[config.mk]
export PLATFORM = sky130hd
export DESIGN_NAME = pbx_parity_xcvr
export DESIGN_NICKNAME = d
export VERILOG_FILES = /design/src/rtl/pbx_pkg.sv /design/src/rtl/pbx_parity_unit.sv /design/src/rtl/pbx_path_mux.sv /design/src/rtl/pbx_err_latch.sv /design/src/rtl/pbx_parity_xcvr.sv
export SDC_FILE = /design/constraint.sdc
export NUM_CORES = 1
export LEC_CHECK = 0
export ABC_AREA = 0
export BUFFER_PORTS_ARGS = -buffer_cell sky130_fd_sc_hd__buf_2
export CORE_AREA = 2 2 39 41
export DETAILED_ROUTE_END_ITERATION = 7
export DIE_AREA = 0 0 41 43
export PLACE_DENSITY = 0.82
export REMOVE_ABC_BUFFERS = 1
export SYNTH_ARGS = -nofsm -noshare
export SYNTH_HDL_FRONTEND = slang
export SYNTH_HIERARCHICAL = 1
export SYNTH_SLANG_ARGS = --single-unit
[constraint.sdc]
create_clock -name clk -period 1.77 [get_ports clk]
set_clock_uncertainty 0.05 [all_clocks]
set_input_delay 0.354 -clock clk [delete_from_list [all_inputs] [get_ports clk]]
set_output_delay 0.354 -clock clk [all_outputs]
set_load 0.01 [all_outputs]
[src/rtl/pbx_pkg.sv]
// Shared types for the parity bus transceiver.
// Assumes: both output enables are active low; the enable pair fully selects the mode.
package pbx_pkg;

    typedef enum logic [1:0] {
        XM_A2B     = 2'd0,
        XM_B2A     = 2'd1,
        XM_A2B_INV = 2'd2,
        XM_ISOLATE = 2'd3
    } xfer_mode_e;

    // Map the two active-low enables onto a transfer mode.
    function automatic xfer_mode_e decode_mode(input logic a_oe_n, input logic b_oe_n);
        case ({a_oe_n, b_oe_n})
            2'b10:   return XM_A2B;
            2'b01:   return XM_B2A;
            2'b00:   return XM_A2B_INV;
            default: return XM_ISOLATE;
        endcase
    endfunction

endpackage

[src/rtl/pbx_parity_unit.sv]
// Parity generator and checker.
// Produces the odd-fill parity bit for the A word. Also produces the per-mode
// check result (1 = good), which feeds the error-flag latch.
// Assumes: the mode is already decoded; purely combinational.
module pbx_parity_unit
    import pbx_pkg::*;
#(
    parameter int DATA_W = 8
) (
    input  logic [DATA_W-1:0] a_in,
    input  logic [DATA_W-1:0] b_in,
    input  logic              par_in,
    input  xfer_mode_e        mode,
    output logic              gen_par,
    output logic              chk_ok
);

    logic [DATA_W:0] a_chain;
    logic [DATA_W:0] b_chain;

    assign a_chain[0] = 1'b0;
    assign b_chain[0] = par_in;

    // XOR chains: one bit of each word per stage.
    generate
        for (genvar i = 0; i < DATA_W; i++) begin : g_xor_stage
            assign a_chain[i+1] = a_chain[i] ^ a_in[i];
            assign b_chain[i+1] = b_chain[i] ^ b_in[i];
        end
    endgenerate

    logic a_odd;
    logic b_word_odd;
    assign a_odd      = a_chain[DATA_W];
    assign b_word_odd = b_chain[DATA_W];

    // Generated bit makes the nine-bit word odd.
    assign gen_par = ~a_odd;

    // Check result seen by the flag in each mode.
    always_comb begin
        case (mode)
            XM_A2B:     chk_ok = 1'b1;
            XM_A2B_INV: chk_ok = 1'b0;
            XM_B2A:     chk_ok = b_word_odd;
            default:    chk_ok = a_odd;
        endcase
    end

endmodule

[src/rtl/pbx_path_mux.sv]
// Bus steering: sets the drive enables and the outgoing values for each mode.
// Assumes: an undriven output is held at zero so that it never floats in the model.
module pbx_path_mux
    import pbx_pkg::*;
#(
    parameter int DATA_W = 8
) (
    input  xfer_mode_e        mode,
    input  logic [DATA_W-1:0] a_in,
    input  logic [DATA_W-1:0] b_in,
    input  logic              gen_par,
    output logic [DATA_W-1:0] a_out,
    output logic              a_drv,
    output logic [DATA_W-1:0] b_out,
    output logic              b_drv,
    output logic              par_out,
    output logic              par_drv
);

    // Select the direction and the parity polarity from the mode.
    always_comb begin
        a_out   = '0;
        a_drv   = 1'b0;
        b_out   = '0;
        b_drv   = 1'b0;
        par_out = 1'b0;
        par_drv = 1'b0;
        case (mode)
            XM_A2B: begin
                b_out   = a_in;
                b_drv   = 1'b1;
                par_out = gen_par;
                par_drv = 1'b1;
            end
            XM_A2B_INV: begin
                b_out   = a_in;
                b_drv   = 1'b1;
                par_out = ~gen_par;
                par_drv = 1'b1;
            end
            XM_B2A: begin
                a_out = b_in;
                a_drv = 1'b1;
            end
            default: ;
        endcase
    end

endmodule

[src/rtl/pbx_err_latch.sv]
// Error-flag latch, modelled synchronously.
// le high: the flag follows the check. Falling le: sticky capture.
// le low: hold. le low with clr_n low: clear to "no error".
// Assumes: le and clr_n are synchronous to clk; reset is synchronous, active low.
module pbx_err_latch (
    input  logic clk,
    input  logic rst_n,
    input  logic le_i,
    input  logic clr_n_i,
    input  logic chk_ok_i,
    output logic err_n_o
);

    logic le_q;
    logic le_fall;

    // Remember last cycle's latch enable for edge detection.
    always_ff @(posedge clk) begin
        if (!rst_n) le_q <= 1'b0;
        else        le_q <= le_i;
    end

    assign le_fall = le_q & ~le_i;

    // Flag update: pass, clear, sticky sample, or hold.
    always_ff @(posedge clk) begin
        if (!rst_n)        err_n_o <= 1'b1;
        else if (le_i)     err_n_o <= chk_ok_i;
        else if (!clr_n_i) err_n_o <= 1'b1;
        else if (le_fall)  err_n_o <= err_n_o & chk_ok_i;
    end


    pass_follow_chk: assert property (@(posedge clk) disable iff (!rst_n)
        le_i |=> (err_n_o == $past(chk_ok_i)));


    sticky_low_chk: assert property (@(posedge clk) disable iff (!rst_n)
        (le_fall && clr_n_i && !err_n_o) |=> !err_n_o);


    hold_stable_chk: assert property (@(posedge clk) disable iff (!rst_n)
        (!le_i && !le_q && clr_n_i) |=> $stable(err_n_o));


    clear_high_chk: assert property (@(posedge clk) disable iff (!rst_n)
        (!le_i && !clr_n_i) |=> err_n_o);


    reset_flag_chk: assert property (@(posedge clk)
        !rst_n |=> err_n_o);

endmodule

[src/rtl/pbx_parity_xcvr.sv]
// Top of the parity bus transceiver.
// Decodes the enables, steers the buses, generates and checks parity, and keeps
// the latched active-low error flag.
// Assumes: tri-state buses are split into in/out/drive-enable at the pads.
module pbx_parity_xcvr
    import pbx_pkg::*;
#(
    parameter int DATA_W = 8
) (
    input  logic              clk,
    input  logic              rst_n,
    input  logic              a_oe_n,
    input  logic              b_oe_n,
    input  logic              le,
    input  logic              clr_n,
    input  logic [DATA_W-1:0] a_in,
    output logic [DATA_W-1:0] a_out,
    output logic              a_drv,
    input  logic [DATA_W-1:0] b_in,
    output logic [DATA_W-1:0] b_out,
    output logic              b_drv,
    input  logic              par_in,
    output logic              par_out,
    output logic              par_drv,
    output logic              err_n
);

    xfer_mode_e mode;
    logic       gen_par;
    logic       chk_ok;

    // Mode from the enable pair.
    assign mode = decode_mode(a_oe_n, b_oe_n);

    pbx_parity_unit #(.DATA_W(DATA_W)) par_u (
        .a_in    (a_in),
        .b_in    (b_in),
        .par_in  (par_in),
        .mode    (mode),
        .gen_par (gen_par),
        .chk_ok  (chk_ok)
    );

    pbx_path_mux #(.DATA_W(DATA_W)) mux_u (
        .mode    (mode),
        .a_in    (a_in),
        .b_in    (b_in),
        .gen_par (gen_par),
        .a_out   (a_out),
        .a_drv   (a_drv),
        .b_out   (b_out),
        .b_drv   (b_drv),
        .par_out (par_out),
        .par_drv (par_drv)
    );

    pbx_err_latch flag_u (
        .clk      (clk),
        .rst_n    (rst_n),
        .le_i     (le),
        .clr_n_i  (clr_n),
        .chk_ok_i (chk_ok),
        .err_n_o  (err_n)
    );


    drive_excl_chk: assert property (@(posedge clk) disable iff (!rst_n)
        !(a_drv && b_drv));


    par_tie_chk: assert property (@(posedge clk) disable iff (!rst_n)
        par_drv == b_drv);


    odd_word_chk: assert property (@(posedge clk) disable iff (!rst_n)
        (a_oe_n && !b_oe_n) |-> (^{b_out, par_out}));


    forced_even_chk: assert property (@(posedge clk) disable iff (!rst_n)
        (!a_oe_n && !b_oe_n) |-> !(^{b_out, par_out}));

endmodule

==> impl_metrics.tcl, run 1 <==
set metrics [dict create \
    antenna_cells 0 \
    grt_first_pass_wirelength_mm 1.483 \
    dieArea_sq_um 1763 \
    clk_pin_slew_worst_paths_ns 0.03 \
    synth_top_family_by_area "simple AND/OR/NAND/NOR gates" \
    fp.dieW_um 41 \
    stdcell_count 114 \
    cts_tree "yes" \
    via_per_inst 4.456 \
    cts.sinks 2 \
    drt_iter0_drc 3 \
    start_util 0.3065 \
    crit_required_ns 1.37 \
    synthToLayoutAreaGrowth_pct 79.65 \
    ys_ff_latch 2 \
    worstSetupStartpoint "a_oe_n" \
    dp.cells 110 \
    tightest_slew_ns 0.2165 \
    reg2reg_slack_ns 1.04 \
    synth-adder-area-share 0.05900 \
    hold_viol 0 \
    maxSlewViolCount 0 \
    coreArea_sq_um 1384 \
    hold_class "primary input to flop" \
    setup_viol 0 \
    num-nets-final 125 \
    layout_common_cells "38 x buf_2, 10 x xnor2_1, 8 x and2_4, 8 x nor2b_1, 6 x buf_6" \
    hold_start "clr_n" \
    grt_usage 0.1201 \
    cts_root_buffer "clkbuf_4" \
    drive_above_1_share 0.6531 \
    drv_cap 0 \
    critPathLaunchType "primary input" \
    fp-row-count 14 \
    fin_crit_ns 1.730 \
    yosysSeqAreaShare 0.09440 \
    hpwl_um 863.2 \
    ys.warnings.count 6 \
    grt_max_degree 12 \
    finalCritPeriodShare 0.9777 \
    cts_buffers 3 \
    muxShareOfSynthArea 0 \
    place_area_sq_um 650.6 \
    ff2ff_path_depth 2 \
    powerDensity_nw_per_um2 540.9 \
    outcome "completed" \
    postCtsSetupBuffers 0 \
    wirelength_mm 1.090 \
    antenna_left 0 \
    dr.pass1.iters 4 \
    crit_path_max_fanout 5 \
    synth_cell_types 19 \
    final_common_cell "buf_2" \
    grt_pass1_vias 420 \
    gp_congestion 0.7183 \
    slew_headroom 0.8546 \
    max-clock-path-buffers 2 \
    pin_count 44 \
    antenna_found_initial 0 \
    drt_drc_violations_left 0 \
    synth_area_sq_um 424.2 \
    port_buffers 43 \
    synth-compound-area-share 0.06195 \
    synth_top_area_share 0.2891 \
    rsz0062_at_grt "true" \
    hold_depth 2 \
    die_h_um 43 \
    fmax_ghz 0.5779 \
    syn_inst 52 \
    reg2reg_from "flag_u/err_n_o" \
    grt_overflow_total 0 \
    path_class "primary input to output port" \
    cp.arrival_ns 1.33 \
    synth_top_cell_by_area "xnor2_1" \
    wl_per_cell_um 9.561 \
    design_area_sq_um 762.0 \
    synthTopCellsByArea "xnor2_1 29%, and2_4 17%, nor2b_1 12%" \
    peakVddDrop_v 0.0002512 \
    routed-via-count 508 \
    clkLatencyLatePin_ns 0.22 \
    synth_area_per_cell_sq_um 8.157 \
    synthXorXnorAreaFrac 0.3304 \
    leakage_nw 0.4112 \
    cts_max_level 1 \
    end_kind "output port" \
    synth-simple-area-share 0.3628 \
]
==> synth_stat cells <==
cell type,count
xnor2_1,14
nor2_1,1
xor2_1,2
ha_1,2
inv_1,4
o22ai_1,1
and2_1,1
and2_4,8
nor2b_2,1
or2_1,1
o31a_1,1
nor2b_1,8
buf_6,1
and3b_1,1
buf_2,1
dfxtp_1,2
a31oi_1,1
o21ai_0,1
buf_4,1
==> layer usage <==
layer	vias up	share of wire	track usage
met5	-	0	0
met4	0	0	0.04000
met3	0	0.10	0.04712
met2	30	0.53	0.1938
met1	225	0.37	0.1369
li1	253	-	-
==> path summary, 6_finish.rpt <==
| check | endpoint |
|---|---|
| hold reg to reg | flag_u/err_n_o |
| hold / removal | flag_u/err_n_o |
| setup / recovery | a_out[7] |
| setup reg to reg | flag_u/err_n_o |
==> area by class of cell <==
type,count,area [sq um]
clock buffer,3,22.52
fill,145,621.8
inverter,4,15.01
multi-input combinational,44,399.1
sequential,2,40.04
tap,16,20.02
timing repair buffer,45,265.3
==> per-stage QoR <==
step	utilization	setup slack [ns]	hold WS [ns]	total power, mW	TNS, ns
after detailed placement	0.4702	-0.06632	0.5020	0.2851	-0.4809
after global routing	0.5506	-0.02607	0.2827	0.4519	-0.07280
after CTS	0.4901	0.02550	0.2699	0.3920	0
final	0.5506	0.03954	0.2758	0.4122	0
after floorplan	-	-0.0002933	0.4029	0.2002	-0.002347
after global placement	0.4702	-0.02064	0.4863	0.2809	-0.1319
==> sequential cells by signal (all words and copies together), names as in the netlist <==
register,cells
flag_u/err_n_o,1
flag_u/le_q,1
==> worst max-delay path: stages <==
cell	delay [ns]
buf_2	0.09
inv_1	0.04
ha_2	0.17
or2_4	0.26
nor2b_4	0.15
and2_4	0.16
buf_6	0.11
==> where the power goes <==
part | leakage [nW] | internal (mW) | switching (mW)
Sequential | 0.0166 | 0.0496 | 0.00138
Clock | 0.0138 | 0.0746 | 0.0243
Combinational | 0.381 | 0.147 | 0.115
==> cells by family (layout without fill, tap and decap cells) <==
group,Yosys count,in the layout
AOI/OAI and AO/OA,4,4
xor gates and xnor gates,16,16
adders and majority gates,2,2
buffers and inverters,7,52
DFF,2,2
and+or+nand+nor,21,22
==> repair_timing <==
item / in CTS / in global routing
cloned: 0 / 1
pin swaps: 0 / 3
gates resized for setup: 1 / 13
hold endpoints to repair: 0 / 0
setup endpoints to repair: 8 / 13
hold buffers: 0 / 0
Power figures use the tool's default switching activity.
==> run 2, diff against run 1 <==
clock period = 1.7 ns   (was 1.77 ns; I/O delays follow)
==> impl_metrics.tcl, run 2 (synthesis gave the netlist of run 1 again) <==
set metrics [dict create \
    cts.sinks 2 \
    fp-row-count 14 \
    grt_max_degree 12 \
    fin_tns_setup_ns 0 \
    internal-power_mw 0.3236 \
    cts_root_buffer "clkbuf_4" \
    num-nets-final 126 \
    die_h_um 43 \
    worst-path-buf-inv 2 \
    place_ws_ns -0.1083 \
    outcome "completed" \
    max-clock-path-buffers 2 \
    hold_viol 0 \
    p_comb_frac 0.678 \
    drv_cap 0 \
    clkLatencyLatePin_ns 0.22 \
    rsz0062_at_grt "true" \
    gp_congestion 0.7183 \
    cts_tree "yes" \
    fin_crit_ns 1.658 \
    path_cells "buf_6 > xnor2_4 > xnor2_2 > xnor2_2 > xnor2_1 > nor2_1 > buf_2" \
    port_buffers 43 \
    cp_slowest_stage_delay_ns 0.19 \
    critPathLaunchType "primary input" \
    grt_first_pass_wirelength_mm 1.683 \
    fmax_ghz 0.6033 \
    via_per_inst 4.478 \
    cp.arrival_ns 1.27 \
    drt_iter0_drc 6 \
    crit_required_ns 1.31 \
    critPathMostFrequentCell "xnor2_2" \
    slew_headroom 0.8797 \
    powerDensity_nw_per_um2 533.6 \
    cts_max_level 1 \
    tightest_slew_ns 0.1792 \
    cp_top_family "XOR/XNOR gates" \
    grt_pass1_vias 461 \
    wirelength_mm 1.243 \
    crit_path_max_fanout 2 \
    clk_pin_slew_worst_paths_ns 0.03 \
    end_kind "output port" \
    ctsHoldBuffers 0 \
    dr.pass1.iters 4 \
    setup_viol 0 \
    finalWorstSetupSlack_ns 0.04247 \
    drt_drc_violations_left 0 \
    start_util 0.3065 \
    hold_class "primary input to flop" \
    fp.dieW_um 41 \
    routed-via-count 515 \
    antenna_left 0 \
    seqPwrFrac 0.110 \
    switchingPower_mw 0.1645 \
    fin_util 0.6609 \
    largestRegisters "flag_u/err_n_o: 1 flops, flag_u/le_q: 1 flops" \
    grt_overflow_total 0 \
    synthToLayoutAreaGrowth_pct 115.6 \
    finalCritPeriodShare 0.9750 \
    p_clk_frac 0.212 \
    grt_usage 0.1371 \
    path_class "primary input to output port" \
    swShare 0.3370 \
    dieArea_sq_um 1763 \
    total_power_mw 0.4881 \
    hpwl_um 863.2 \
    antenna_cells 0 \
    drive_above_1_share 0.7071 \
    maxSlewViolCount 0 \
    place_area_sq_um 650.6 \
    layout_common_cells "28 x buf_2, 15 x buf_6, 8 x and2_4, 8 x nor2b_1, 7 x xnor2_1" \
    wl_per_cell_um 10.81 \
    design_area_sq_um 914.6 \
    coreArea_sq_um 1384 \
    antenna_found_initial 0 \
    critPathSlowestCell "xnor2_2" \
    cts_buffers 3 \
    peakVddDrop_v 0.0002836 \
    leakage_nw 0.4590 \
    final_common_cell "buf_2" \
    pin_count 44 \
]
[run 2: final cells by class]
cell class / instances / area, sq um
Clock buffer: 3 / 22.52
Fill cell: 120 / 469.2
Inverter: 4 / 15.01
Multi-Input combinational cell: 44 / 478.0
Sequential cell: 2 / 40.04
Tap cell: 16 / 20.02
Timing Repair Buffer: 46 / 339.1
[run 2: path summary, 6_finish.rpt]
path / startpoint / to / slack (ns) / depth (start not counted)
setup / recovery: a_in[4] / par_out / 0.04 / 7
hold / removal: clr_n / flag_u/err_n_o / 0.26 / 2
hold reg to reg: flag_u/le_q / flag_u/err_n_o / 0.55 / 3
setup reg to reg: flag_u/err_n_o / flag_u/err_n_o / 0.96 / 2
[run 2: through the flow]
step / cells / hold WS, ns
after global routing: 115 / 0.2689
after floorplan: 49 / 0.3889
after global placement: 110 / 0.4723
after CTS: 114 / 0.2559
final: 115 / 0.2633
after detailed placement: 110 / 0.4880
[run 2: metal layers]
layer  share of wire  GRT usage  vias up
met1            0.36     0.1561      230
met4               0    0.04000        0
met3           0.084    0.04712        0
met5               0          0        -
li1                -          -      254
met2            0.56     0.2281       31
[run 2: power groups by stage]
| stage | Clock (mW) | Sequential, mW | Combinational, mW |
|---|---|---|---|
| 6_report | 0.104 | 0.0535 | 0.331 |
| 5_1_grt | 0.116 | 0.0538 | 0.361 |
| 4_1_cts | 0.108 | 0.0532 | 0.265 |
| 3_5_place_dp | 0 | 0.0537 | 0.243 |
| 3_3_place_gp | 0 | 0.0538 | 0.239 |
| 2_1_floorplan | 0 | 0.0554 | 0.153 |
[run 2: timing repair]
item,in CTS,in global routing
endpoints found under the hold margin,0,0
setup buffers,0,0
gates cloned,1,1
pin swaps,1,15
endpoints found under the setup margin,8,19
resized for setup,9,32
==> run 3, diff against run 2 <==
SETUP_SLACK_MARGIN = 0.15   (was default)
==> impl_metrics.tcl, run 3 (synthesis gave the netlist of run 1 again) <==
set metrics [dict create \
    rsz0062_at_grt "true" \
    layout_common_cells "22 x buf_2, 20 x buf_6, 8 x and2_4, 7 x nor2b_1, 7 x xnor2_1" \
    crit_required_ns 1.31 \
    drive_above_1_share 0.7300 \
    via_per_inst 4.483 \
    internal-power_mw 0.3408 \
    maxSlewViolCount 0 \
    coreArea_sq_um 1384 \
    seqPwrFrac 0.104 \
    grt_first_pass_wirelength_mm 1.814 \
    cts_buffers 3 \
    drt_drc_violations_left 0 \
    cp.arrival_ns 1.26 \
    die_h_um 43 \
    design_area_sq_um 983.4 \
    routed-via-count 520 \
    slew_headroom 0.8699 \
    place_area_sq_um 650.6 \
    antenna_found_initial 0 \
    fp-row-count 14 \
    antenna_cells 0 \
    wl_per_cell_um 11.20 \
    crit_path_max_fanout 2 \
    outcome "completed" \
    hpwl_um 863.2 \
    drt_iter0_drc 3 \
    path_cells "buf_6 > xnor2_2 > xnor2_2 > xnor2_2 > xnor2_1 > nor2_1 > buf_2" \
    port_buffers 43 \
    fin_crit_ns 1.653 \
    cts_tree "yes" \
    swShare 0.3337 \
    num-nets-final 127 \
    fmax_ghz 0.6050 \
    start_util 0.3065 \
    worst-path-buf-inv 2 \
    p_clk_frac 0.201 \
    cts_root_buffer "clkbuf_4" \
    cp_top_family "XOR/XNOR gates" \
    peakVddDrop_v 0.0002741 \
    critPathSlowestCell "xnor2_2" \
    critPathLaunchType "primary input" \
    antenna_left 0 \
    fin_tns_setup_ns 0 \
    grt_pass1_vias 488 \
    final_common_cell "buf_2" \
    cts.sinks 2 \
    p_comb_frac 0.695 \
    setup_viol 0 \
    synthToLayoutAreaGrowth_pct 131.9 \
    hold_viol 0 \
    pin_count 44 \
    cp_slowest_stage_delay_ns 0.20 \
    hold_class "primary input to flop" \
    dr.pass1.iters 3 \
    tightest_slew_ns 0.1941 \
    gp_congestion 0.7183 \
    wirelength_mm 1.299 \
    dieArea_sq_um 1763 \
    fp.dieW_um 41 \
    max-clock-path-buffers 2 \
    cts_max_level 1 \
    switchingPower_mw 0.1707 \
    critPathMostFrequentCell "xnor2_2" \
    largestRegisters "flag_u/err_n_o: 1 flops, flag_u/le_q: 1 flops" \
    powerDensity_nw_per_um2 520.0 \
    grt_max_degree 7 \
    path_class "primary input to output port" \
    finalCritPeriodShare 0.9723 \
    drv_cap 0 \
    grt_usage 0.1494 \
    leakage_nw 0.4826 \
    clkLatencyLatePin_ns 0.22 \
    grt_overflow_total 0 \
    clk_pin_slew_worst_paths_ns 0.03 \
    end_kind "output port" \
]
==> run 3: cell count changes in the layout (fill, tap and decap cells not counted) <==
| cell | before | now |
|---|---|---|
| buf_2 | 28 | 22 |
| buf_6 | 15 | 20 |
| buf_8 | 1 | 3 |
| inv_1 | 3 | 2 |
| inv_2 | 1 | 0 |
| inv_4 | 0 | 2 |
| nor2b_1 | 8 | 7 |
| nor2b_4 | 2 | 3 |
==> run 3: routing by layer <==
| layer | global-route usage | vias up | part of all wire |
|---|---|---|---|
| met5 | 0 | - | 0 |
| met1 | 0.1603 | 237 | 0.34 |
| met3 | 0.04712 | 0 | 0.063 |
| li1 | - | 256 | - |
| met2 | 0.2625 | 27 | 0.60 |
| met4 | 0.04000 | 0 | 0 |
==> run 3: layout make-up <==
class	instances	area (sq um)
multi-input combinational	44	485.5
sequential	2	40.04
tap	16	20.02
fill	115	400.4
clock buffer	3	22.52
inverter	4	20.02
timing repair buffer	47	395.4
==> run 3: power by group through the flow <==
stage               Sequential, mW  Combinational [mW]  Clock, mW
floorplan                   0.0554               0.153          0
global placement            0.0538               0.239          0
detailed placement          0.0537               0.243          0
CTS                         0.0532               0.304      0.108
global route                0.0537               0.384      0.115
finish                      0.0532               0.355      0.103
==> run 3: repair_timing <==
| item | 4_1_cts | 5_1_grt |
|---|---|---|
| endpoints found under the hold margin | 0 | 0 |
| pin swaps | 17 | 10 |
| resized for setup | 30 | 21 |
| setup buffers | 1 | 0 |
| setup endpoints to repair | 20 | 20 |
| gates cloned | 2 | 0 |
| hold buffers | 0 | 0 |
==> run 3: stage by stage <==
| step | hold slack [ns] | total power [mW] | std cells | setup WS (ns) | utilization |
|---|---|---|---|---|---|
| after global placement | 0.4723 | 0.2924 | 110 | -0.06263 | 0.4702 |
| after floorplan | 0.3889 | 0.2085 | 49 | -0.04229 | - |
| after global routing | 0.2687 | 0.5524 | 116 | -0.02391 | 0.7107 |
| final | 0.2572 | 0.5114 | 116 | 0.04708 | 0.7107 |
| after CTS | 0.2559 | 0.4650 | 116 | 0.02926 | 0.6230 |
| after detailed placement | 0.4880 | 0.2969 | 110 | -0.1083 | 0.4702 |
==> run 3: worst paths after layout <==
check,slack (ns),to,startpoint,depth (start not counted)
max,0.05,par_out,a_in[0],7
min,0.26,flag_u/err_n_o,clr_n,2
max reg2reg,0.98,flag_u/err_n_o,flag_u/err_n_o,2
min reg2reg,0.53,flag_u/err_n_o,flag_u/le_q,3
